$ cat config.mk
export PLATFORM = sky130hd
export DESIGN_NAME = cs_synth_search
export DESIGN_NICKNAME = d
export VERILOG_FILES = /design/src/rtl/cs_pkg.sv /design/src/rtl/cs_cand_gen.sv /design/src/rtl/cs_pipe_div.sv /design/src/rtl/cs_best_track.sv /design/src/rtl/cs_synth_search.sv
export SDC_FILE = /design/constraint.sdc
export NUM_CORES = 2
export LEC_CHECK = 0
export BUFFER_PORTS_ARGS = -buffer_cell sky130_fd_sc_hd__buf_2
export CAP_MARGIN = 20
export CORE_ASPECT_RATIO = 0.6
export CORE_MARGIN = 2
export CORE_UTILIZATION = 46
export CTS_BUF_LIST = sky130_fd_sc_hd__clkbuf_16
export CTS_CLUSTER_DIAMETER = 50
export DETAILED_ROUTE_END_ITERATION = 6
export PLACE_DENSITY_LB_ADDON = 0.25
export SLEW_MARGIN = 15
export SYNTH_ARGS = -nofsm -noshare
export SYNTH_HDL_FRONTEND = slang
export SYNTH_HIERARCHICAL = 1
export SYNTH_SLANG_ARGS = --single-unit
$ cat constraint.sdc
create_clock -name clk -period 6.31 [get_ports clk]
set_clock_uncertainty 0.15 [all_clocks]
set_input_delay 1.262 -clock clk [delete_from_list [all_inputs] [get_ports clk]]
set_output_delay 1.262 -clock clk [all_outputs]
set_load 0.01 [all_outputs]
$ cat src/rtl/cs_pkg.sv
// Shared types and the band-threshold lookup for the synthesizer search engine.
// Assumes frequencies are unsigned values in 10 kHz units.
package cs_pkg;

    typedef enum logic [1:0] {ST_IDLE, ST_SCALE, ST_SEARCH, ST_DRAIN} cs_state_e;

    localparam int BAND_N = 16;

    // Threshold for band slot k; the top slots repeat the last rate.
    function automatic logic [15:0] band_edge(input int k);
        case (k)
            0:       return 16'd5100;
            1:       return 16'd5320;
            2:       return 16'd5850;
            3:       return 16'd6070;
            4:       return 16'd6440;
            5:       return 16'd6680;
            6:       return 16'd7350;
            7:       return 16'd7560;
            8:       return 16'd8090;
            9:       return 16'd8320;
            10:      return 16'd9150;
            11:      return 16'd10000;
            default: return 16'd12000;
        endcase
    endfunction

    // First slot whose threshold exceeds f; slot 0 when none does.
    function automatic logic [3:0] band_lookup(input logic [31:0] f);
        logic [3:0] idx;
        logic       hit;
        idx = '0;
        hit = 1'b0;
        for (int k = 0; k < BAND_N; k++) begin
            if (!hit && (f < {16'd0, band_edge(k)})) begin
                idx = 4'(k);
                hit = 1'b1;
            end
        end
        return idx;
    endfunction

endpackage

$ cat src/rtl/cs_cand_gen.sv
// Candidate walker: issues one (p, q, numerator) triple per clock, p outer and
// q inner, both ascending. q starts each row at floor(REF*(p+3)/QS_DIV).
// Assumes REF_FREQ < QS_DIV, so the floor grows by at most one per row, and
// that the floor never exceeds the largest q.
module cs_cand_gen #(
    parameter int P_BITS   = 7,
    parameter int Q_BITS   = 7,
    parameter int REF_FREQ = 5727,
    parameter int QS_DIV   = 32767,
    parameter int NUM_W    = 20
) (
    input  logic              clk,
    input  logic              rst_n,
    input  logic              launch,
    output logic              issue,
    output logic              last,
    output logic [P_BITS-1:0] cand_p,
    output logic [Q_BITS-1:0] cand_q,
    output logic [NUM_W-1:0]  cand_num
);
    localparam int P_MAX   = (1 << P_BITS) - 1;
    localparam int Q_MAX   = (1 << Q_BITS) - 1;
    localparam int QS0     = (REF_FREQ * 3) / QS_DIV;
    localparam int NUM_TOP = REF_FREQ * (P_MAX + 3);
    localparam int THR_W   = $clog2(NUM_TOP + 2 * QS_DIV + 1);
    localparam logic [P_BITS-1:0] P_MAX_V = P_BITS'(P_MAX);
    localparam logic [Q_BITS-1:0] Q_MAX_V = Q_BITS'(Q_MAX);
    localparam logic [Q_BITS-1:0] QS0_V   = Q_BITS'(QS0);

    logic              act_r;
    logic [P_BITS-1:0] p_r;
    logic [Q_BITS-1:0] q_r;
    logic [Q_BITS-1:0] qs_r;
    logic [NUM_W-1:0]  num_r;
    logic [THR_W-1:0]  thr_r;    // (qs_r + 1) * QS_DIV
    logic [THR_W-1:0]  num_nxt;

    // Numerator of the next row.
    assign num_nxt = THR_W'(num_r) + THR_W'(REF_FREQ);

    // Walk the candidate space; track the q floor without a divider.
    always_ff @(posedge clk) begin
        if (!rst_n) begin
            act_r <= 1'b0;
            p_r   <= '0;
            q_r   <= '0;
            qs_r  <= '0;
            num_r <= '0;
            thr_r <= '0;
        end else if (launch) begin
            act_r <= 1'b1;
            p_r   <= '0;
            q_r   <= QS0_V;
            qs_r  <= QS0_V;
            num_r <= NUM_W'(REF_FREQ * 3);
            thr_r <= THR_W'((QS0 + 1) * QS_DIV);
        end else if (act_r) begin
            if (q_r == Q_MAX_V) begin
                if (p_r == P_MAX_V) begin
                    act_r <= 1'b0;
                end else begin
                    p_r   <= p_r + 1'b1;
                    num_r <= NUM_W'(num_nxt);
                    if (num_nxt >= thr_r) begin
                        qs_r  <= qs_r + 1'b1;
                        q_r   <= qs_r + 1'b1;
                        thr_r <= thr_r + THR_W'(QS_DIV);
                    end else begin
                        q_r <= qs_r;
                    end
                end
            end else begin
                q_r <= q_r + 1'b1;
            end
        end
    end

    assign issue    = act_r;
    assign last     = act_r && (p_r == P_MAX_V) && (q_r == Q_MAX_V);
    assign cand_p   = p_r;
    assign cand_q   = q_r;
    assign cand_num = num_r;

    // every issued q lies at or above the row floor.
    a_r5_q_at_floor: assert property (@(posedge clk) disable iff (!rst_n)
        act_r |-> (q_r >= qs_r));

    // the floor bound stays ahead of the running numerator.
    a_r5_floor_bound: assert property (@(posedge clk) disable iff (!rst_n)
        act_r |-> (THR_W'(num_r) < thr_r));

endmodule

$ cat src/rtl/cs_pipe_div.sv
// Pipelined restoring divider: one quotient bit per stage, NUM_W stages, one
// new operand pair accepted every clock. A tag and a valid bit travel with
// each operand. Assumes the divisor is never zero.
module cs_pipe_div #(
    parameter int NUM_W = 20,
    parameter int DEN_W = 9,
    parameter int TAG_W = 14
) (
    input  logic             clk,
    input  logic             rst_n,
    input  logic             in_valid,
    input  logic [NUM_W-1:0] in_num,
    input  logic [DEN_W-1:0] in_den,
    input  logic [TAG_W-1:0] in_tag,
    output logic             out_valid,
    output logic [NUM_W-1:0] out_quo,
    output logic [TAG_W-1:0] out_tag,
    output logic             any_valid
);
    logic [NUM_W-1:0] v_vec;

    for (genvar k = 0; k < NUM_W; k++) begin : g_stage
        localparam int NI = NUM_W - k;    // numerator bits not yet consumed
        logic             vi;
        logic [NI-1:0]    ni;
        logic [DEN_W-1:0] ri;
        logic [DEN_W-1:0] di;
        logic [TAG_W-1:0] ti;
        logic [DEN_W:0]   trial;
        logic             ge;
        logic             v_q;
        logic [k:0]       quo_q;
        logic [TAG_W-1:0] tag_q;

        if (k == 0) begin : g_src
            assign vi = in_valid;
            assign ni = in_num;
            assign ri = '0;
            assign di = in_den;
            assign ti = in_tag;
            // First quotient bit.
            always_ff @(posedge clk) quo_q <= ge;
        end else begin : g_src
            assign vi = g_stage[k-1].v_q;
            assign ni = g_stage[k-1].g_fwd.num_q;
            assign ri = g_stage[k-1].g_fwd.rem_q;
            assign di = g_stage[k-1].g_fwd.den_q;
            assign ti = g_stage[k-1].tag_q;
            // Append this stage's quotient bit.
            always_ff @(posedge clk) quo_q <= {g_stage[k-1].quo_q, ge};
        end

        assign trial = {ri, ni[NI-1]};
        assign ge    = (trial >= {1'b0, di});

        // Valid flag, cleared by reset.
        always_ff @(posedge clk) begin
            if (!rst_n) v_q <= 1'b0;
            else        v_q <= vi;
        end

        // Tag rides along unchanged.
        always_ff @(posedge clk) tag_q <= ti;

        if (k < NUM_W - 1) begin : g_fwd
            logic [NI-2:0]    num_q;
            logic [DEN_W-1:0] rem_q;
            logic [DEN_W-1:0] den_q;
            logic [DEN_W-1:0] rnext;
            assign rnext = ge ? DEN_W'(trial - {1'b0, di}) : DEN_W'(trial);
            // Hand remaining numerator, partial remainder and divisor onward.
            always_ff @(posedge clk) begin
                num_q <= ni[NI-2:0];
                rem_q <= rnext;
                den_q <= di;
            end
        end

        assign v_vec[k] = v_q;
    end

    assign out_valid = g_stage[NUM_W-1].v_q;
    assign out_quo   = g_stage[NUM_W-1].quo_q;
    assign out_tag   = g_stage[NUM_W-1].tag_q;
    assign any_valid = |v_vec;

endmodule

$ cat src/rtl/cs_best_track.sv
// Keeps the candidate nearest the target. A candidate wins only with a
// strictly smaller absolute error, so the earliest of equal errors survives.
// Assumes candidates arrive in search order.
module cs_best_track #(
    parameter int FREQ_W    = 16,
    parameter int NUM_W     = 20,
    parameter int P_BITS    = 7,
    parameter int Q_BITS    = 7,
    parameter int BEST_INIT = 10000
) (
    input  logic              clk,
    input  logic              rst_n,
    input  logic              clear,
    input  logic              cand_valid,
    input  logic [FREQ_W-1:0] target,
    input  logic [NUM_W-1:0]  cand_freq,
    input  logic [P_BITS-1:0] cand_p,
    input  logic [Q_BITS-1:0] cand_q,
    output logic [P_BITS-1:0] best_p,
    output logic [Q_BITS-1:0] best_q
);
    localparam int EW = ((FREQ_W > NUM_W) ? FREQ_W : NUM_W) + 1;

    logic [EW-1:0] tgt_x;
    logic [EW-1:0] cf_x;
    logic [EW-1:0] err;
    logic [EW-1:0] best_err;
    logic          better;

    // Absolute distance between target and candidate output.
    always_comb begin
        tgt_x  = EW'(target);
        cf_x   = EW'(cand_freq);
        err    = (tgt_x >= cf_x) ? (tgt_x - cf_x) : (cf_x - tgt_x);
        better = cand_valid && (err < best_err);
    end

    // Record the winning pair and its error.
    always_ff @(posedge clk) begin
        if (!rst_n || clear) begin
            best_err <= EW'(BEST_INIT);
            best_p   <= '0;
            best_q   <= '0;
        end else if (better) begin
            best_err <= err;
            best_p   <= cand_p;
            best_q   <= cand_q;
        end
    end

    // the kept error never grows during a search.
    a_r6_err_monotone: assert property (@(posedge clk) disable iff (!rst_n)
        !clear |=> (best_err <= $past(best_err)));

    // the kept error never exceeds the initial bound.
    a_r6_err_bound: assert property (@(posedge clk) disable iff (!rst_n)
        best_err <= EW'(BEST_INIT));

endmodule

$ cat src/rtl/cs_synth_search.sv
// Top of the synthesizer parameter search. It conditions the target
// (zero default, optional halving, doubling into band with exponent m) and
// picks the band index. It then runs the candidate walker through the
// pipelined divider into the best tracker and packs the result word.
// Assumes start is a level sampled only while idle.
module cs_synth_search
    import cs_pkg::*;
#(
    parameter int          FREQ_W      = 16,
    parameter int          P_BITS      = 7,
    parameter int          Q_BITS      = 7,
    parameter int          M_BITS      = 3,
    parameter int          IDX_W       = 4,
    parameter int          SEL_W       = 3,
    parameter int          REF_FREQ    = 5727,
    parameter int          QS_DIV      = 32767,
    parameter int          BEST_INIT   = 10000,
    parameter int          ZERO_FREQ   = 3150,
    parameter int          SCALE_FLOOR = 5000,
    parameter logic [2:0]  SEL_PIX     = 3'b010,
    parameter logic [2:0]  SEL_MEM     = 3'b101,
    localparam int         WORD_W      = SEL_W + IDX_W + P_BITS + M_BITS + Q_BITS
) (
    input  logic              clk,
    input  logic              rst_n,
    input  logic              start,
    input  logic [FREQ_W-1:0] freq_req,
    input  logic [FREQ_W-1:0] freq_max,
    input  logic              dbl_allow,
    input  logic              sel_mem,
    output logic              busy,
    output logic              done,
    output logic [WORD_W-1:0] prog_word,
    output logic              dbl_on
);
    localparam int P_MAX   = (1 << P_BITS) - 1;
    localparam int NUM_TOP = REF_FREQ * (P_MAX + 3);
    localparam int NUM_W   = $clog2(NUM_TOP + 1);
    localparam int DEN_W   = Q_BITS + 2;
    localparam int TAG_W   = P_BITS + Q_BITS;
    localparam logic [FREQ_W-1:0] ZERO_V  = FREQ_W'(ZERO_FREQ);
    localparam logic [FREQ_W-1:0] FLOOR_V = FREQ_W'(SCALE_FLOOR);
    localparam logic [M_BITS-1:0] M_MAX_V = M_BITS'((1 << M_BITS) - 1);

    cs_state_e         state;
    logic [FREQ_W-1:0] f_r;
    logic [M_BITS-1:0] m_r;
    logic [IDX_W-1:0]  idx_r;
    logic              sel_r;
    logic              dbl_r;
    logic              done_r;
    logic [WORD_W-1:0] word_r;
    logic              dbl_on_r;

    logic [FREQ_W-1:0] f0;
    logic              halve;
    logic              scale_more;
    logic              launch;

    logic              gen_issue;
    logic              gen_last;
    logic [P_BITS-1:0] cand_p;
    logic [Q_BITS-1:0] cand_q;
    logic [NUM_W-1:0]  cand_num;
    logic [DEN_W-2:0]  q_plus2;
    logic [DEN_W-1:0]  cand_den;

    logic              div_valid;
    logic [NUM_W-1:0]  div_quo;
    logic [TAG_W-1:0]  div_tag;
    logic              pipe_busy;
    logic [P_BITS-1:0] best_p;
    logic [Q_BITS-1:0] best_q;
    logic [SEL_W-1:0]  sel_code;

    // Entry conditioning: zero default, then optional halving.
    always_comb begin
        f0    = (freq_req == '0) ? ZERO_V : freq_req;
        halve = (f0 > freq_max) && dbl_allow;
    end

    assign scale_more = (f_r < FLOOR_V) && (m_r != M_MAX_V);
    assign launch     = (state == ST_SCALE) && !scale_more;
    assign q_plus2    = (DEN_W-1)'(cand_q) + (DEN_W-1)'(2);
    assign cand_den   = {q_plus2, 1'b0};
    assign sel_code   = sel_r ? SEL_W'(SEL_MEM) : SEL_W'(SEL_PIX);

    // Sequencer: accept, scale into band, search, drain, publish.
    always_ff @(posedge clk) begin
        if (!rst_n) begin
            state    <= ST_IDLE;
            f_r      <= '0;
            m_r      <= '0;
            idx_r    <= '0;
            sel_r    <= 1'b0;
            dbl_r    <= 1'b0;
            done_r   <= 1'b0;
            word_r   <= '0;
            dbl_on_r <= 1'b0;
        end else begin
            done_r <= 1'b0;
            case (state)
                ST_IDLE: begin
                    if (start) begin
                        f_r   <= halve ? (f0 >> 1) : f0;
                        dbl_r <= halve;
                        m_r   <= '0;
                        sel_r <= sel_mem;
                        state <= ST_SCALE;
                    end
                end
                ST_SCALE: begin
                    if (scale_more) begin
                        f_r <= f_r << 1;
                        m_r <= m_r + 1'b1;
                    end else begin
                        idx_r <= IDX_W'(band_lookup(32'(f_r)));
                        state <= ST_SEARCH;
                    end
                end
                ST_SEARCH: begin
                    if (gen_last) state <= ST_DRAIN;
                end
                ST_DRAIN: begin
                    if (!pipe_busy) begin
                        word_r   <= {sel_code, idx_r, best_p, m_r, best_q};
                        dbl_on_r <= dbl_r;
                        done_r   <= 1'b1;
                        state    <= ST_IDLE;
                    end
                end
                default: state <= ST_IDLE;
            endcase
        end
    end

    cs_cand_gen #(
        .P_BITS  (P_BITS),
        .Q_BITS  (Q_BITS),
        .REF_FREQ(REF_FREQ),
        .QS_DIV  (QS_DIV),
        .NUM_W   (NUM_W)
    ) u_gen (
        .clk     (clk),
        .rst_n   (rst_n),
        .launch  (launch),
        .issue   (gen_issue),
        .last    (gen_last),
        .cand_p  (cand_p),
        .cand_q  (cand_q),
        .cand_num(cand_num)
    );

    cs_pipe_div #(
        .NUM_W(NUM_W),
        .DEN_W(DEN_W),
        .TAG_W(TAG_W)
    ) u_div (
        .clk      (clk),
        .rst_n    (rst_n),
        .in_valid (gen_issue),
        .in_num   (cand_num),
        .in_den   (cand_den),
        .in_tag   ({cand_p, cand_q}),
        .out_valid(div_valid),
        .out_quo  (div_quo),
        .out_tag  (div_tag),
        .any_valid(pipe_busy)
    );

    cs_best_track #(
        .FREQ_W   (FREQ_W),
        .NUM_W    (NUM_W),
        .P_BITS   (P_BITS),
        .Q_BITS   (Q_BITS),
        .BEST_INIT(BEST_INIT)
    ) u_best (
        .clk       (clk),
        .rst_n     (rst_n),
        .clear     (launch),
        .cand_valid(div_valid),
        .target    (f_r),
        .cand_freq (div_quo),
        .cand_p    (div_tag[TAG_W-1:Q_BITS]),
        .cand_q    (div_tag[Q_BITS-1:0]),
        .best_p    (best_p),
        .best_q    (best_q)
    );

    assign busy      = (state != ST_IDLE);
    assign done      = done_r;
    assign prog_word = word_r;
    assign dbl_on    = dbl_on_r;

    // completion lasts a single cycle.
    a_r8_done_pulse: assert property (@(posedge clk) disable iff (!rst_n)
        done |=> !done);

    // completion is never reported while still busy.
    a_r8_done_idle: assert property (@(posedge clk) disable iff (!rst_n)
        done |-> !busy);

    // the search always runs on a scaled target or a saturated exponent.
    a_r3_scaled: assert property (@(posedge clk) disable iff (!rst_n)
        (state == ST_SEARCH) |-> ((f_r >= FLOOR_V) || (m_r == M_MAX_V)));

    // the published word moves only together with done.
    a_r9_word_hold: assert property (@(posedge clk) disable iff (!rst_n)
        !$stable(prog_word) |-> done);

    // the doubler flag moves only together with done.
    a_r9_flag_hold: assert property (@(posedge clk) disable iff (!rst_n)
        !$stable(dbl_on) |-> done);

endmodule

Word-level counts from Yosys, hierarchy flattened
Index checks and enable logic that the tools add are counted.
{ "totals": {"output_inout_bits": 27, "inputBits": 37, "register_bits": 1173} }
{ "op_classes": {"eq_ne": 13, "order_cmp": 38, "mux": 165, "bitwise_logic": 4, "addsub": 28, "reduce_logical": 59} }
{ "ops": {"columns": ["cell", "count"], "rows": [
  ["$mux W16", 43],
  ["$lt A16 B16 Y1", 13],
  ["$ge A10 B9 Y1", 19],
  ["$mux W9", 18],
  ["$sub A9 B9 Y9", 18],
  ["$mux W15", 9],
  ["$mux W1", 67],
  ["$mux W4", 14],
  ["$pmux W16 S2", 1],
  ["$add A7 B1 Y7 const B", 3],
  ["$logic_and A1 B1 Y1", 21],
  ["$lt A21 B21 Y1", 1],
  ["$mux W21", 1],
  ["$mux W7", 3],
  ["$sub A16 B20 Y21", 1],
  ["$sub A20 B16 Y21", 1],
  ["$add A20 B13 Y20 const B", 1],
  ["$add A20 B15 Y20 const B", 1],
  ["$ge A16 B20 Y1", 1],
  ["$ge A20 B20 Y1", 1],
  ["$reduce_or A20 Y1", 1],
  ["$logic_not A1 Y1", 17],
  ["$gt A16 B16 Y1", 1],
  ["$logic_not A16 Y1", 1],
  ["23 further kinds", 50]
]} }

Longest topological paths before layout
{ "logic_depth": {"depth_word": 97, "depth_mapped": 23} }

Hierarchy
The synthesis kept the hierarchy.
{ "modules_own_cells": {"columns": ["mod", "cells_per_inst", "area_each_um2", "n_inst"], "rows": [
  ["cs_pipe_div", 2411, 30790.8, 1],
  ["cs_best_track", 498, 3752.3, 1],
  ["cs_cand_gen", 454, 3677.3, 1],
  ["cs_synth_search", 441, 3387.0, 1]
]} }

Least setup slack after synthesis
OpenSTA, ideal clock, no wires.
{ "synth_timing": {"kind": "reg-to-reg", "start": "register f_r[1]", "end": "register u_best.best_err[0]", "t_arrival_ns": 4.360, "path_stages_with_launch": 22, "setup_ns": 0.086, "slack_ns": 1.715, "path_buffers": 3, "period_less_slack_ns": 4.595, "path_cell_list": "dfxtp_1 > inv_1 > ha_1 > nor2b_1 > o211ai_1 > a211oi_1 > o31ai_4 > and2_4 > buf_6 > mux2i_1 > xnor2_1 > ha_1 > a21o_1 > a21o_1 > a21oi_1 > nor2_1 > nor4bb_1 > and2_1 > clkbuf_1 > buf_1 > nor2_1 > a211oi_1"} }
{ "synth_rtl": {"columns": ["item", "line_no", "text"], "rows": [
  ["start: declaration", "cs_synth_search.sv:46", "logic [FREQ_W-1:0] f_r;"],
  ["start signal: assignment", "cs_synth_search.sv:105", "f_r <= halve ? (f0 >> 1) : f0;"],
  ["start signal: assignment", "cs_synth_search.sv:114", "f_r <= f_r << 1;"],
  ["$sub A20 B16 Y21 (tied with other cells)", "cs_best_track.sv:34", "err = (tgt_x >= cf_x) ? (tgt_x - cf_x) : (cf_x - tgt_x);"],
  ["$mux W21 (*)", "cs_best_track.sv:34", null],
  ["named net u_best.err[14]", "cs_best_track.sv:26", "logic [EW-1:0] err;"],
  ["$lt A21 B21 Y1 (*)", "cs_best_track.sv:35", "better = cand_valid && (err < best_err);"],
  ["$logic_and A1 B1 Y1 (*)", "cs_best_track.sv:35", null],
  ["end signal: assignment", "cs_best_track.sv:41", "best_err <= EW'(BEST_INIT);"],
  ["end signal: assignment", "cs_best_track.sv:45", "best_err <= err;"],
  ["end: declaration", "cs_best_track.sv:27", "logic [EW-1:0] best_err;"]
]} }
Mark *: on every way through the listed nets, which the timed path passes. The rest lies on a longest branch.
A chain may end at the register's enable or synchronous reset.

Final worst setup path
{ "layout_timing": {"start": "register f_r[5]", "end": "register u_best.best_err[2]"} }
{ "layout_rtl": {"columns": ["item", "line_no"], "rows": [
  ["$ge A16 B20 Y1", "cs_best_track.sv:34"],
  ["$mux W21", "cs_best_track.sv:34"],
  ["named net u_best.err[1]", "cs_best_track.sv:26"],
  ["$lt A21 B21 Y1", "cs_best_track.sv:35"],
  ["$logic_and A1 B1 Y1", "cs_best_track.sv:35"]
]} }
The timed path passes the listed nets, and every way through them passes these cells.

==> impl_summary.log <==
[metrics] number of cells after detailed placement: 5,014
[metrics] share of total power in combinational logic: 0.320
[metrics] Fmax: 179 MHz
[metrics] warning count from the yosys run: 6
[metrics] routing layer with the top usage in global route: met1
[metrics] layout-stage area growth over the synthesis result: 11.9%
[metrics] design internal power: 15,300 uW
[metrics] launch point of the worst hold path: u_div/g_stage[17].quo_q[15]
[metrics] placed wire-length estimate: 62,900 um
[metrics] required time worst endpoint: 6800 ps
[metrics] drt via density: 5.04
[metrics] number of distinct library cells after synthesis: 101
[metrics] pin count of the biggest net entering global routing: 37
[metrics] TritonCTS buffer count: 101
[metrics] Power per Cell Area: 492 nW/um^2
[metrics] die area: 93,000 um^2
[metrics] proportion of synthesized chip area in sequential cells: 0.573
[metrics] IO buf count: 63
[metrics] status: finished clean
[metrics] number of violations of the max-capacitance limit: 0
[metrics] measured slew at the worst slew-check pin: 1040 ps
[metrics] hold crit path type: flop to flop
[metrics] final routed wire length divided by cell count: 16.3 um
[metrics] nets: 4,233
[metrics] worst-skew pair later-pin latency: 700 ps
[metrics] CTS root buf: clkbuf_16
[metrics] Clock power frac: 0.269
[metrics] clock tree from TritonCTS: yes
[metrics] Worst Slack Setup Final: 713 ps
[metrics] met2 GRT Util: 0.221
[metrics] kind of launch point of the worst setup path: flop
[metrics] Placed Area: 43,200 um^2
[metrics] arrival time of the worst setup path: 6080 ps
[metrics] final design utilization: 0.519
[metrics] # IOs: 64
[metrics] Post-Syn Area: 41,600 um^2
[metrics] post-route DRC violation count: 0
[metrics] static leakage: 0.0192 uW
[metrics] reg2reg start: f_r[5]
[metrics] post-layout minimum cycle time: 5600 ps
[metrics] number of placement rows: 85
[metrics] Post-Syn Area per Cell: 10.9 um^2
[metrics] fraction of the cycle the final worst path needs: 0.887
[metrics] GP Congestion: 0.960
[metrics] Hold Vio Cnt, Final: 0
[metrics] Vias: 26,240
[metrics] fraction of final layout cells with drive strength greater than 1: 0.0970
[metrics] Die Height: 237 um
[metrics] relative contribution of sequential cells to total power: 0.411
[metrics] dominant register cell in the synthesized netlist: dfxtp_1
[metrics] Slew Viols, Final: 0
[metrics] GRT Util Overall: 0.182
[metrics] total setup violations reported at the end of the flow: 0
[metrics] Slew headroom: 0.305
[metrics] starting utilization of the core area: 0.464
[metrics] final wirelength: 84,900 um
[metrics] cell depth of the worst min-delay path: 0
[metrics] Worst Hold Path EP: u_div/g_stage[18].quo_q[16]
[metrics] number of gates given a new drive strength after cts: 0
[metrics] slack of the worst reg-to-reg path: 710 ps
[metrics] met3 Use GR: 0.0512
[metrics] CP endpoint kind: flop
[metrics] Finished Layout Cells: 5,210
[metrics] reg2reg path depth: 17
[metrics] Final ANT Viol Nets: 0
[metrics] pre-CTS setup slack: 944 ps
[metrics] RSZ-0062 raised after global routing: false
[metrics] number of synthesized flops with an enable pin: 0
[metrics] flip-flop and latch count after synthesis: 1,191
[metrics] Clock Pin Slew Worst Setup and Hold Paths: 70 ps
[metrics] Critical Setup Path Class: flop to flop
[metrics] count of hold buffers inserted by post-cts repair: 0
[metrics] Crit Reg-Reg Endpoint: u_best/best_err[2]
[metrics] floorplan die width: 392 um
[metrics] first-pass GRT wire length: 135,000 um
[metrics] global routing met1 resource utilization: 0.302
[metrics] cells after synthesis: 3,804
[metrics] power spent charging and discharging nets: 7610 uW
[metrics] antenna violations before repair: 3
[metrics] placeable core area: 89,700 um^2
[metrics] Post-CTS Setup Bufs: 0
[metrics] via count of the first global-routing pass: 24,312
[metrics] share of async-settable or async-resettable flops after synthesis: 0
[metrics] clock sink count: 1,191
[metrics] worst-case vdd ir drop: 0.238 mV
[metrics] total global routing overflow: 0
[metrics] final non-filler cell area: 46,500 um^2
[metrics] number of buffers on the longest clock path: 3
[metrics] crit-path max FO: 13
[metrics] total negative slack for setup checks: 0 ps
[metrics] count of filler cells inserted in the layout: 7,894
[metrics] 1st-pass router iterations: 6
[metrics] H-tree depth: 3
[metrics] fraction of power spent switching nets: 0.332
[metrics] drt initial violations: 2,094
==> cell usage in the layout (no fill, tap or decap), types with 12 or more instances in the layout <==
cell,n
buf_2,64
a221oi_2,13
a21oi_1,230
nor4_1,20
clkinv_1,17
clkinvlp_4,13
and3_1,44
o21a_1,35
a22oi_1,13
mux2_1,20
nand2_1,225
nor2b_1,33
nand2b_1,25
mux2_2,63
clkbuf_16,101
a211oi_1,33
nand3_1,89
and2_1,36
buf_4,28
nor2_1,176
ha_1,273
xor2_1,62
inv_1,358
dfxtp_1,1191
o211ai_1,18
xnor2_1,106
a31oi_1,33
o31ai_1,16
nand4_1,36
fa_1,20
nor3_1,41
or3_1,21
o21ai_0,136
clkinv_2,12
mux2i_1,45
a21o_1,84
==> power by group through the flow <==
stage / sequential, uW / combinational (uW) / clock [uW]
2_1_floorplan: 9320 / 5690 / 0
3_3_place_gp: 9560 / 7050 / 0
3_5_place_dp: 9580 / 7130 / 0
4_1_cts: 9430 / 7200 / 6350
5_1_grt: 9550 / 8150 / 6660
6_report: 9410 / 7340 / 6160
==> worst max path at each step <==
stage	start	to	slack [ps]	cells past startpoint
after floorplan	f_r[1]	u_best/best_err[0]	1710	21
after global placement	f_r[5]	u_best/best_p[4]	1080	19
after detailed placement	f_r[6]	u_best/best_p[5]	940	19
after CTS	f_r[6]	u_best/best_p[5]	890	19
after global routing	f_r[5]	u_best/best_p[4]	410	20
final	f_r[5]	u_best/best_err[2]	710	17
==> routing by layer <==
layer / wire length, um / share of wire
met5: 0 / 0
met4: 1420 / 0.017
met3: 7110 / 0.084
met2: 29700 / 0.35
met1: 46700 / 0.55
==> cells by family after synthesis <==
| family | synth area share |
|---|---|
| compound gates | 0.126 |
| xor+xnor | 0.0354 |
| fa+ha+maj | 0.0917 |
| buf+inv | 0.0433 |
| flops | 0.573 |
| mux | 0.0337 |
| other cells | 0.0000901 |
| simple gates | 0.0973 |
==> synthesized netlist by cell type (all sizes together), types with 8 or more instances <==
| master | n | area [um^2] |
|---|---|---|
| o21a | 35 | 263 |
| a221oi | 21 | 265 |
| and4 | 13 | 119 |
| nor3 | 43 | 231 |
| mux2i | 45 | 450 |
| mux2 | 84 | 950 |
| nor2 | 178 | 683 |
| o2111ai | 11 | 96.3 |
| inv | 349 | 1310 |
| a22oi | 13 | 97.6 |
| buf | 49 | 303 |
| or3 | 21 | 131 |
| fa | 20 | 400 |
| nand2b | 25 | 156 |
| xor2 | 62 | 543 |
| a211oi | 35 | 280 |
| a31oi | 33 | 206 |
| nor3b | 10 | 75.1 |
| nand4 | 39 | 272 |
| nand2 | 227 | 857 |
| and3 | 44 | 275 |
| nor4 | 20 | 125 |
| clkbuf | 50 | 188 |
| or4 | 8 | 67.6 |
| a21boi | 10 | 75.1 |
| nor2b | 33 | 206 |
| and2 | 38 | 240 |
| o21bai | 10 | 75.1 |
| o41ai | 8 | 100 |
| ha | 273 | 3420 |
| xnor2 | 106 | 928 |
| a21o | 84 | 631 |
| nand3b | 8 | 60.1 |
| o31ai | 21 | 218 |
| nand3 | 89 | 445 |
| o211a | 8 | 80.1 |
| o21ai | 142 | 722 |
| a21oi | 234 | 1190 |
| a22o | 11 | 96.3 |
| a31o | 11 | 96.3 |
| dfxtp | 1191 | 23800 |
| o211ai | 18 | 135 |
==> sequential cells by signal, indices dropped and copies added (netlist names), 9 cells and up <==
| register | flops |
|---|---|
| u_best/best_err | 21 |
| u_div/g_stage.v_q | 18 |
| u_div/g_stage.ri | 9 |
| f_r | 16 |
| u_gen/cand_num | 20 |
| u_div/g_stage.ti | 14 |
| u_div/g_stage.di | 9 |
| prog_word | 23 |
| u_gen/thr_r | 20 |
| u_div/g_stage.ni | 10 |
| u_div/g_stage.tag_q | 252 |
| u_div/g_stage.g_fwd.rem_q | 162 |
| u_div/g_stage.quo_q | 190 |
| u_div/out_tag | 14 |
| u_div/out_quo | 20 |
| u_div/g_stage.g_fwd.num_q | 180 |
| u_div/g_stage.g_fwd.den_q | 162 |
==> cell type report <==
class                           count  area, um^2  share of cell area
Clock inverter                     87         811              0.0174
Sequential cell                  1191       23800               0.512
Antenna cell                        4        10.0            0.000215
Clock buffer                      101        2530              0.0543
Multi-Input combinational cell   2166       16000               0.343
Tap cell                         1218        1520              0.0327
Timing Repair Buffer               94         546              0.0117
Inverter                          349        1310              0.0281
==> per-stage QoR <==
step / hold WS [ps] / total power, uW
floorplan: 160 / 15000
global placement: 160 / 16600
detailed placement: 162 / 16700
CTS: 144 / 23000
global route: 156 / 24400
finish: 143 / 22900
==> critical path, stage by stage, from the launching register on <==
cell	delay, ps
dfxtp_1	610
inv_1	90
ha_1	450
and4_1	290
nand2_1	70
a211oi_1	590
o31ai_4	220
and2_4	270
mux2_2	310
ha_1	270
a21boi_0	160
o21a_1	120
o21ai_0	80
a211oi_1	530
o31ai_1	170
and2_1	320
nor2_1	540
a22o_1	250
No activity file was read; power rests on OpenSTA's default activity.
